File: src/rtl/baud_pkg.sv
package baud_pkg;
  typedef enum logic {
    RATE_X16 = 1'b0,
    RATE_X8  = 1'b1
  } rate_mode_e;
endpackage

File: src/rtl/baud_div_reg.sv
module baud_div_reg #(
  parameter int DIV_W  = 16,
  parameter int BYTE_W = DIV_W / 2
) (
  input  logic              clk,
  input  logic              rst,
  input  logic              hi_we,
  input  logic              lo_we,
  input  logic [BYTE_W-1:0] wr_byte,
  output logic [DIV_W-1:0]  div_q
);
  localparam int HI_W = DIV_W - BYTE_W;

  logic [HI_W-1:0] hi_pend;

  always_ff @(posedge clk) begin
    if (rst) begin
      hi_pend <= '0;
      div_q   <= '0;
    end else begin
      if (hi_we) hi_pend <= wr_byte[HI_W-1:0];
      if (lo_we) div_q   <= {hi_pend, wr_byte};
    end
  end

  p_hi_hold_r5: assert property (@(posedge clk) disable iff (rst)
    (hi_we && !lo_we) |=> $stable(div_q));
endmodule

File: src/rtl/baud_prescale.sv
module baud_prescale #(
  parameter int DIV_W = 16
) (
  input  logic             clk,
  input  logic             rst,
  input  logic             en,
  input  logic             restart,
  input  logic [DIV_W-1:0] div_q,
  output logic             os_pulse,
  output logic             os_tick
);
  logic [DIV_W-1:0] cnt;
  logic             hit;

  assign hit      = (cnt == div_q);
  assign os_pulse = en && !restart && hit;

  always_ff @(posedge clk) begin
    if (rst || restart) begin
      cnt     <= '0;
      os_tick <= 1'b0;
    end else if (en) begin
      cnt     <= hit ? '0 : cnt + 1'b1;
      os_tick <= hit;
    end else begin
      os_tick <= 1'b0;
    end
  end

  p_cnt_range_r2: assert property (@(posedge clk) disable iff (rst)
    cnt <= div_q);
  p_restart_quiet_r6: assert property (@(posedge clk) disable iff (rst)
    restart |=> !os_tick);
endmodule

File: src/rtl/baud_bit_ctr.sv
module baud_bit_ctr
  import baud_pkg::*;
#(
  parameter int NORM_OSR = 16,
  parameter int DBL_OSR  = 8
) (
  input  logic       clk,
  input  logic       rst,
  input  logic       restart,
  input  logic       os_pulse,
  input  rate_mode_e mode_q,
  output logic       bit_tick
);
  localparam int CNT_W = $clog2(NORM_OSR);
  localparam logic [CNT_W-1:0] LAST_N = CNT_W'(NORM_OSR - 1);
  localparam logic [CNT_W-1:0] LAST_D = CNT_W'(DBL_OSR - 1);

  logic [CNT_W-1:0] bcnt;
  logic [CNT_W-1:0] last;

  assign last = (mode_q == RATE_X8) ? LAST_D : LAST_N;

  always_ff @(posedge clk) begin
    if (rst || restart) begin
      bcnt     <= '0;
      bit_tick <= 1'b0;
    end else begin
      bit_tick <= 1'b0;
      if (os_pulse) begin
        if (bcnt == last) begin
          bcnt     <= '0;
          bit_tick <= 1'b1;
        end else begin
          bcnt <= bcnt + 1'b1;
        end
      end
    end
  end

  p_bcnt_range_r4: assert property (@(posedge clk) disable iff (rst)
    bcnt <= last);
endmodule

File: src/rtl/baud_tick_gen.sv
module baud_tick_gen
  import baud_pkg::*;
#(
  parameter int DIV_W    = 16,
  parameter int NORM_OSR = 16,
  parameter int DBL_OSR  = 8,
  localparam int BYTE_W  = DIV_W / 2
) (
  input  logic              clk,
  input  logic              rst,
  input  logic              en,
  input  logic              dbl_mode,
  input  logic              div_hi_we,
  input  logic              div_lo_we,
  input  logic [BYTE_W-1:0] wr_byte,
  output logic              os_tick,
  output logic              bit_tick
);
  rate_mode_e       mode_q;
  rate_mode_e       mode_in;
  logic             mode_chg;
  logic             restart;
  logic             os_pulse;
  logic [DIV_W-1:0] div_q;

  assign mode_in  = rate_mode_e'(dbl_mode);
  assign mode_chg = (mode_in != mode_q);
  assign restart  = div_lo_we || mode_chg;

  always_ff @(posedge clk) begin
    if (rst) mode_q <= RATE_X16;
    else     mode_q <= mode_in;
  end

  baud_div_reg #(.DIV_W(DIV_W), .BYTE_W(BYTE_W)) u_div (
    .clk(clk), .rst(rst), .hi_we(div_hi_we), .lo_we(div_lo_we),
    .wr_byte(wr_byte), .div_q(div_q)
  );

  baud_prescale #(.DIV_W(DIV_W)) u_pre (
    .clk(clk), .rst(rst), .en(en), .restart(restart), .div_q(div_q),
    .os_pulse(os_pulse), .os_tick(os_tick)
  );

  baud_bit_ctr #(.NORM_OSR(NORM_OSR), .DBL_OSR(DBL_OSR)) u_bit (
    .clk(clk), .rst(rst), .restart(restart), .os_pulse(os_pulse),
    .mode_q(mode_q), .bit_tick(bit_tick)
  );

  p_bit_on_os_r3: assert property (@(posedge clk) disable iff (rst)
    bit_tick |-> os_tick);
  p_quiet_off_r8: assert property (@(posedge clk) disable iff (rst)
    !en |=> (!os_tick && !bit_tick));
  p_mode_restart_r7: assert property (@(posedge clk) disable iff (rst)
    mode_chg |=> !bit_tick);
endmodule

File: config.mk
export PLATFORM = sky130hd
export DESIGN_NAME = baud_tick_gen
export DESIGN_NICKNAME = d
export VERILOG_FILES = /design/src/rtl/baud_pkg.sv /design/src/rtl/baud_div_reg.sv /design/src/rtl/baud_prescale.sv /design/src/rtl/baud_bit_ctr.sv /design/src/rtl/baud_tick_gen.sv
export SDC_FILE = /design/constraint.sdc
export NUM_CORES = 1
export LEC_CHECK = 0
export ABC_AREA = 0
export BUFFER_PORTS_ARGS = -buffer_cell sky130_fd_sc_hd__buf_2
export CORE_MARGIN = 3
export CORE_UTILIZATION = 40
export DETAILED_ROUTE_END_ITERATION = 10
export GPL_TIMING_DRIVEN = 0
export PLACE_DENSITY = 0.64
export REMOVE_ABC_BUFFERS = 1
export SLEW_MARGIN = 20
export SYNTH_ARGS = -nofsm -noshare
export SYNTH_HDL_FRONTEND = slang
export SYNTH_SLANG_ARGS = --single-unit
File: constraint.sdc
create_clock -name clk -period 1.7 [get_ports clk]
set_clock_uncertainty 0.05 [all_clocks]
set_input_delay 0.085 -clock clk [delete_from_list [all_inputs] [get_ports clk]]
set_output_delay 0.085 -clock clk [all_outputs]
set_load 0.01 [all_outputs]
==> flow_summary.html <==
<table>
<tr><th>Metric</th><th>Value</th></tr>
<tr><th colspan="2">Worst setup path</th></tr>
<tr><td>Cells traversed along the worst timing path</td><td>xor2_2 -&gt; nor4_4 -&gt; nand3_2 -&gt; or4_4 -&gt; a21oi_2</td></tr>
<tr><td>Worst Setup SP</td><td>u_pre.cnt[8]</td></tr>
<tr><td>WS Path Type</td><td>flip-flop to flip-flop</td></tr>
<tr><td>Worst Path Arrival</td><td>1910 ps</td></tr>
<tr><td>Critical path's largest stage delay</td><td>490 ps</td></tr>
<tr><td>Required time reported for the critical path endpoint</td><td>1890 ps</td></tr>
<tr><td>Crit start category</td><td>flip-flop</td></tr>
<tr><td>Worst r2r path cells</td><td>5</td></tr>
<tr><td>Worst flop-to-flop path startpoint</td><td>u_pre.cnt[8]</td></tr>
<tr><td>Maximum fanout count along the critical path</td><td>3</td></tr>
<tr><td>Crit Reg-Reg Endpoint</td><td>u_bit.bcnt[2]</td></tr>
<tr><td>Capture point of the worst path</td><td>u_bit.bcnt[2]</td></tr>
<tr><td>Critical-path cell with the highest stage delay</td><td>sky130_fd_sc_hd__or4_4</td></tr>
<tr><td>Kind of capture point of the worst setup path</td><td>flip-flop</td></tr>
<tr><td>Minimum setup slack among reg-to-reg paths</td><td>-10 ps</td></tr>
<tr><th colspan="2">Cells and area</th></tr>
<tr><td>Number of antenna diodes</td><td>0</td></tr>
<tr><td>Number of nets in the finished design</td><td>roughly 260</td></tr>
<tr><td>Fraction of final layout cells with drive strength greater than 1</td><td>22.0%</td></tr>
<tr><td>Non-filler cells, final</td><td>308</td></tr>
<tr><td>Growth of design area from synthesis to finish</td><td>22.8%</td></tr>
<tr><th colspan="2">Run status</th></tr>
<tr><td>Result of the run</td><td>complete, but fails checks</td></tr>
<tr><td>Violations in the final reports</td><td>setup timing</td></tr>
<tr><th colspan="2">Timing</th></tr>
<tr><td>Unrepaired setup endpoints after global routing</td><td>true</td></tr>
<tr><td>Final setup violating endpoints</td><td>1</td></tr>
<tr><td>Final Worst Setup Slack</td><td>-13.5 ps</td></tr>
<tr><td>Max Slew Vio Count</td><td>0</td></tr>
<tr><td>Headroom to the max-slew limit</td><td>66.8%</td></tr>
<tr><td>Slew @ Worst Pin</td><td>498 ps</td></tr>
<tr><td>Maximum operating frequency</td><td>584 MHz</td></tr>
<tr><td>Final worst path period need</td><td>1710 ps</td></tr>
<tr><td>Accumulated negative setup slack</td><td>-13.5 ps</td></tr>
<tr><td>Post-route fraction of the period consumed by the critical path</td><td>101%</td></tr>
<tr><td>Final count of hold timing violations</td><td>0</td></tr>
<tr><th colspan="2">Power and ir drop</th></tr>
<tr><td>Leakage power of the design</td><td>1.02 nW</td></tr>
<tr><td>Logic gate share of total power</td><td>10.6%</td></tr>
<tr><td>NetSw</td><td>0.494 mW</td></tr>
<tr><td>Clock Power Share</td><td>32.3%</td></tr>
<tr><td>Maximum VDD drop</td><td>0.460 mV</td></tr>
<tr><td>Pint</td><td>roughly 1.5 mW</td></tr>
<tr><td>Net switching fraction of the power</td><td>24.5%</td></tr>
<tr><td>Cell Pwr Density</td><td>824 nW/um^2</td></tr>
<tr><td>Power share of the sequential group</td><td>57.2%</td></tr>
<tr><th colspan="2">Global routing</th></tr>
<tr><td>GRT Resource Usage Total</td><td>a little over an eighth</td></tr>
<tr><td>Via count of the first global-routing pass</td><td>between 1k and 1.5k</td></tr>
<tr><td>First-pass GRT wire length</td><td>6290 um</td></tr>
<tr><td>Pin count of the biggest net entering global routing</td><td>27</td></tr>
<tr><td>Residual overflow from global routing</td><td>0</td></tr>
<tr><td>Number of antenna violations at the first check in global routing</td><td>0</td></tr>
<tr><th colspan="2">Route</th></tr>
<tr><td>First-pass detailed-route iteration total</td><td>4</td></tr>
<tr><td>Average routed wire per standard cell</td><td>12.0 um</td></tr>
<tr><td>Vias after detailed routing</td><td>1461</td></tr>
<tr><td>DR iter-0 viols</td><td>88</td></tr>
<tr><td>Routed Antenna Nets</td><td>0</td></tr>
<tr><td>Routed wire length</td><td>3690 um</td></tr>
<tr><td>Vias/cell</td><td>4.74</td></tr>
<tr><td>DRC violation count after routing</td><td>0</td></tr>
<tr><th colspan="2">Logic synthesis</th></tr>
<tr><td>Post-synthesis cell count</td><td>212</td></tr>
<tr><td>Yosys warning count</td><td>0</td></tr>
<tr><td>Top_reg_cell synth</td><td>sky130_fd_sc_hd__dfxtp_1</td></tr>
<tr><td>Share of the synthesized area in the top cell type</td><td>47.2%</td></tr>
<tr><td>Synth unique cells</td><td>28</td></tr>
<tr><td>Portion of the post-synthesis area used by sequential elements</td><td>between 40% and 50%</td></tr>
<tr><td>Top cells by instance count after synthesis</td><td>sky130_fd_sc_hd__dfxtp_1 (47), sky130_fd_sc_hd__nor2_1 (47), sky130_fd_sc_hd__mux2i_1 (25), sky130_fd_sc_hd__xor2_1 (24)</td></tr>
<tr><td>Number of flops mapped to enable cells by yosys</td><td>0</td></tr>
<tr><td>Share of async-settable or async-resettable flops after synthesis</td><td>0%</td></tr>
<tr><td>Area contributors post-synth</td><td>sky130_fd_sc_hd__dfxtp_1 (47%), sky130_fd_sc_hd__mux2i_1 (13%), sky130_fd_sc_hd__xor2_1 (11%)</td></tr>
<tr><td>Average cell area after synthesis</td><td>approximately 9.4 um^2</td></tr>
<tr><td>Yosys top cell by area</td><td>sky130_fd_sc_hd__dfxtp_1</td></tr>
<tr><td>Synthesized cell area</td><td>1990 um^2</td></tr>
<tr><td>Number of synthesized register bits</td><td>47</td></tr>
<tr><th colspan="2">Flow run</th></tr>
<tr><td>Number of max-cap violations</td><td>0</td></tr>
<tr><th colspan="2">Placed design</th></tr>
<tr><td>Count of input and output buffers</td><td>15</td></tr>
<tr><td>Worst setup slack before clock tree synthesis</td><td>-368 ps</td></tr>
<tr><td>Routability cong.</td><td>between 0.8 and 0.9</td></tr>
<tr><td>Cell Count Post-Placement</td><td>approximately 280</td></tr>
<tr><td>Detailed placer's ending HPWL</td><td>2480 um</td></tr>
<tr><th colspan="2">Die</th></tr>
<tr><td>Initial cell density of the core</td><td>41.9%</td></tr>
<tr><td>Number of I/O pins</td><td>16</td></tr>
<tr><td>Core outline area</td><td>4750 um^2</td></tr>
<tr><td>Standard-cell row count</td><td>25</td></tr>
<tr><td>DIE AREA</td><td>just under 6000 um^2</td></tr>
<tr><td>Vertical die dimension</td><td>76.6 um</td></tr>
<tr><td>Die extent in x</td><td>approximately 77 um</td></tr>
<tr><th colspan="2">Clock network</th></tr>
<tr><td>CTS tree</td><td>done</td></tr>
<tr><td>Worst-Skew Late Latency</td><td>~300 ps</td></tr>
<tr><td>CTS root buf</td><td>sky130_fd_sc_hd__clkbuf_8</td></tr>
<tr><td>Clock transition time at the flip-flop clock pins of the worst setup and hold paths</td><td>90 ps</td></tr>
<tr><td>Buffers from clock root to sink, at most</td><td>2</td></tr>
<tr><td>Sinks on Clock Net</td><td>47</td></tr>
<tr><td>TritonCTS buffer count</td><td>5</td></tr>
<tr><td>H-tree level count</td><td>2</td></tr>
<tr><th colspan="2">Min path</th></tr>
<tr><td>Type of the worst min-delay path</td><td>primary input to flip-flop</td></tr>
</table>
[repair_timing]
item | 4_1_cts | 5_1_grt
gates resized for setup | 11 | 18
buffers inserted | 2 | 5
setup endpoints to repair | 20 | 22
hold buffers | 9 | 0
endpoints found under the hold margin | 17 | 0
pin swaps | 6 | 5
[final cells by class]
cell class              count  area [um^2]
fillers                   474         2310
clock buffers               6         72.6
clock inverters             2         12.5
well taps                  67         83.8
repair buffers             31          218
flip-flops and latches     47          958
inverters                   2         7.51
multi-input cells         153         1090
[cell families (layout without fill, tap and decap cells)]
family	after synthesis	after routing	share of synthesized area [%]
AOI/OAI and AO/OA	10	10	2.95
xor gates and xnor gates	33	33	14.5
adders and majority gates	2	2	1.26
buffers and inverters	12	41	2.51
DFF	47	47	47.2
muxes	25	25	12.6
and+or+nand+nor	83	83	19.0
[state kept, by name (all words and copies together) (netlist names)]
name and cells:
u_div.div_q 16, u_div.hi_pend 8, mode_q 1, u_pre.os_tick 1
u_bit.bcnt 4, u_pre.cnt 16, u_bit.bit_tick 1
[per-stage QoR]
step                power, mW  utilization, %  area [um^2]  hold WS, ps
global placement         1.34            44.4         2110          274
global route             2.13            51.5         2450         97.6
detailed placement       1.34            44.4         2110          276
CTS                      2.03            49.1         2340         76.8
floorplan                1.27               -         1950          107
finish                   2.02            51.5         2450         85.6
[worst max-delay path: cells and delay by family (launching register included)]
| family | cells | cell delay, ps |
|---|---|---|
| AND/OR/NAND/NOR | 3 | 950 |
| flip-flops | 1 | 360 |
| XOR/XNOR | 1 | 180 |
| AO/OA/AOI/OAI | 1 | 110 |
[per-layer routing]
| layer | up-vias | routed length, um | global-route usage, % |
|---|---|---|---|
| met5 | - | 0 | 0 |
| met4 | 0 | 64 | 5.98 |
| met3 | 6 | 108 | 3.90 |
| met2 | 24 | 1610 | 19.6 |
| met1 | 660 | 1900 | 18.8 |
| li1 | 771 | - | - |
[cells in the final DEF (no fill, tap or decap), types with 2 or more instances in the layout]
master and count:
sky130_fd_sc_hd__a21oi_1 3, sky130_fd_sc_hd__mux2i_1 25, sky130_fd_sc_hd__dlygate4sd3_1 9, sky130_fd_sc_hd__nor2_1 46, sky130_fd_sc_hd__nor3_2 2, sky130_fd_sc_hd__xor2_1 22, sky130_fd_sc_hd__nand2_1 6, sky130_fd_sc_hd__o21ai_0 3
sky130_fd_sc_hd__xnor2_1 8, sky130_fd_sc_hd__nor4_4 2, sky130_fd_sc_hd__buf_2 15, sky130_fd_sc_hd__ha_1 2, sky130_fd_sc_hd__dfxtp_2 8, sky130_fd_sc_hd__dfxtp_1 37, sky130_fd_sc_hd__clkbuf_8 5, sky130_fd_sc_hd__dfxtp_4 2
sky130_fd_sc_hd__nand3_1 8, sky130_fd_sc_hd__nand4_1 8, sky130_fd_sc_hd__inv_1 2, sky130_fd_sc_hd__xor2_2 2, sky130_fd_sc_hd__buf_4 7
[worst min-delay path by stage]
stage | cells past startpoint | slack, ps | endpoint | startpoint
CTS | 3 | 80 | u_pre.cnt[0] | en
global route | 3 | 100 | u_pre.cnt[0] | en
finish | 3 | 90 | u_pre.cnt[0] | en
floorplan | 1 | 110 | mode_q | rst
global placement | 2 | 270 | mode_q | dbl_mode
detailed placement | 2 | 280 | mode_q | dbl_mode
[power by group through the flow]
stage / Sequential (mW) / Combinational (mW) / Clock [mW]
after floorplan: 1.17 / 0.0989 / 0
after global placement: 1.18 / 0.159 / 0
after detailed placement: 1.18 / 0.160 / 0
after CTS: 1.16 / 0.196 / 0.679
after global routing: 1.16 / 0.237 / 0.735
final: 1.15 / 0.213 / 0.650
(Power assumes the default switching activity.)
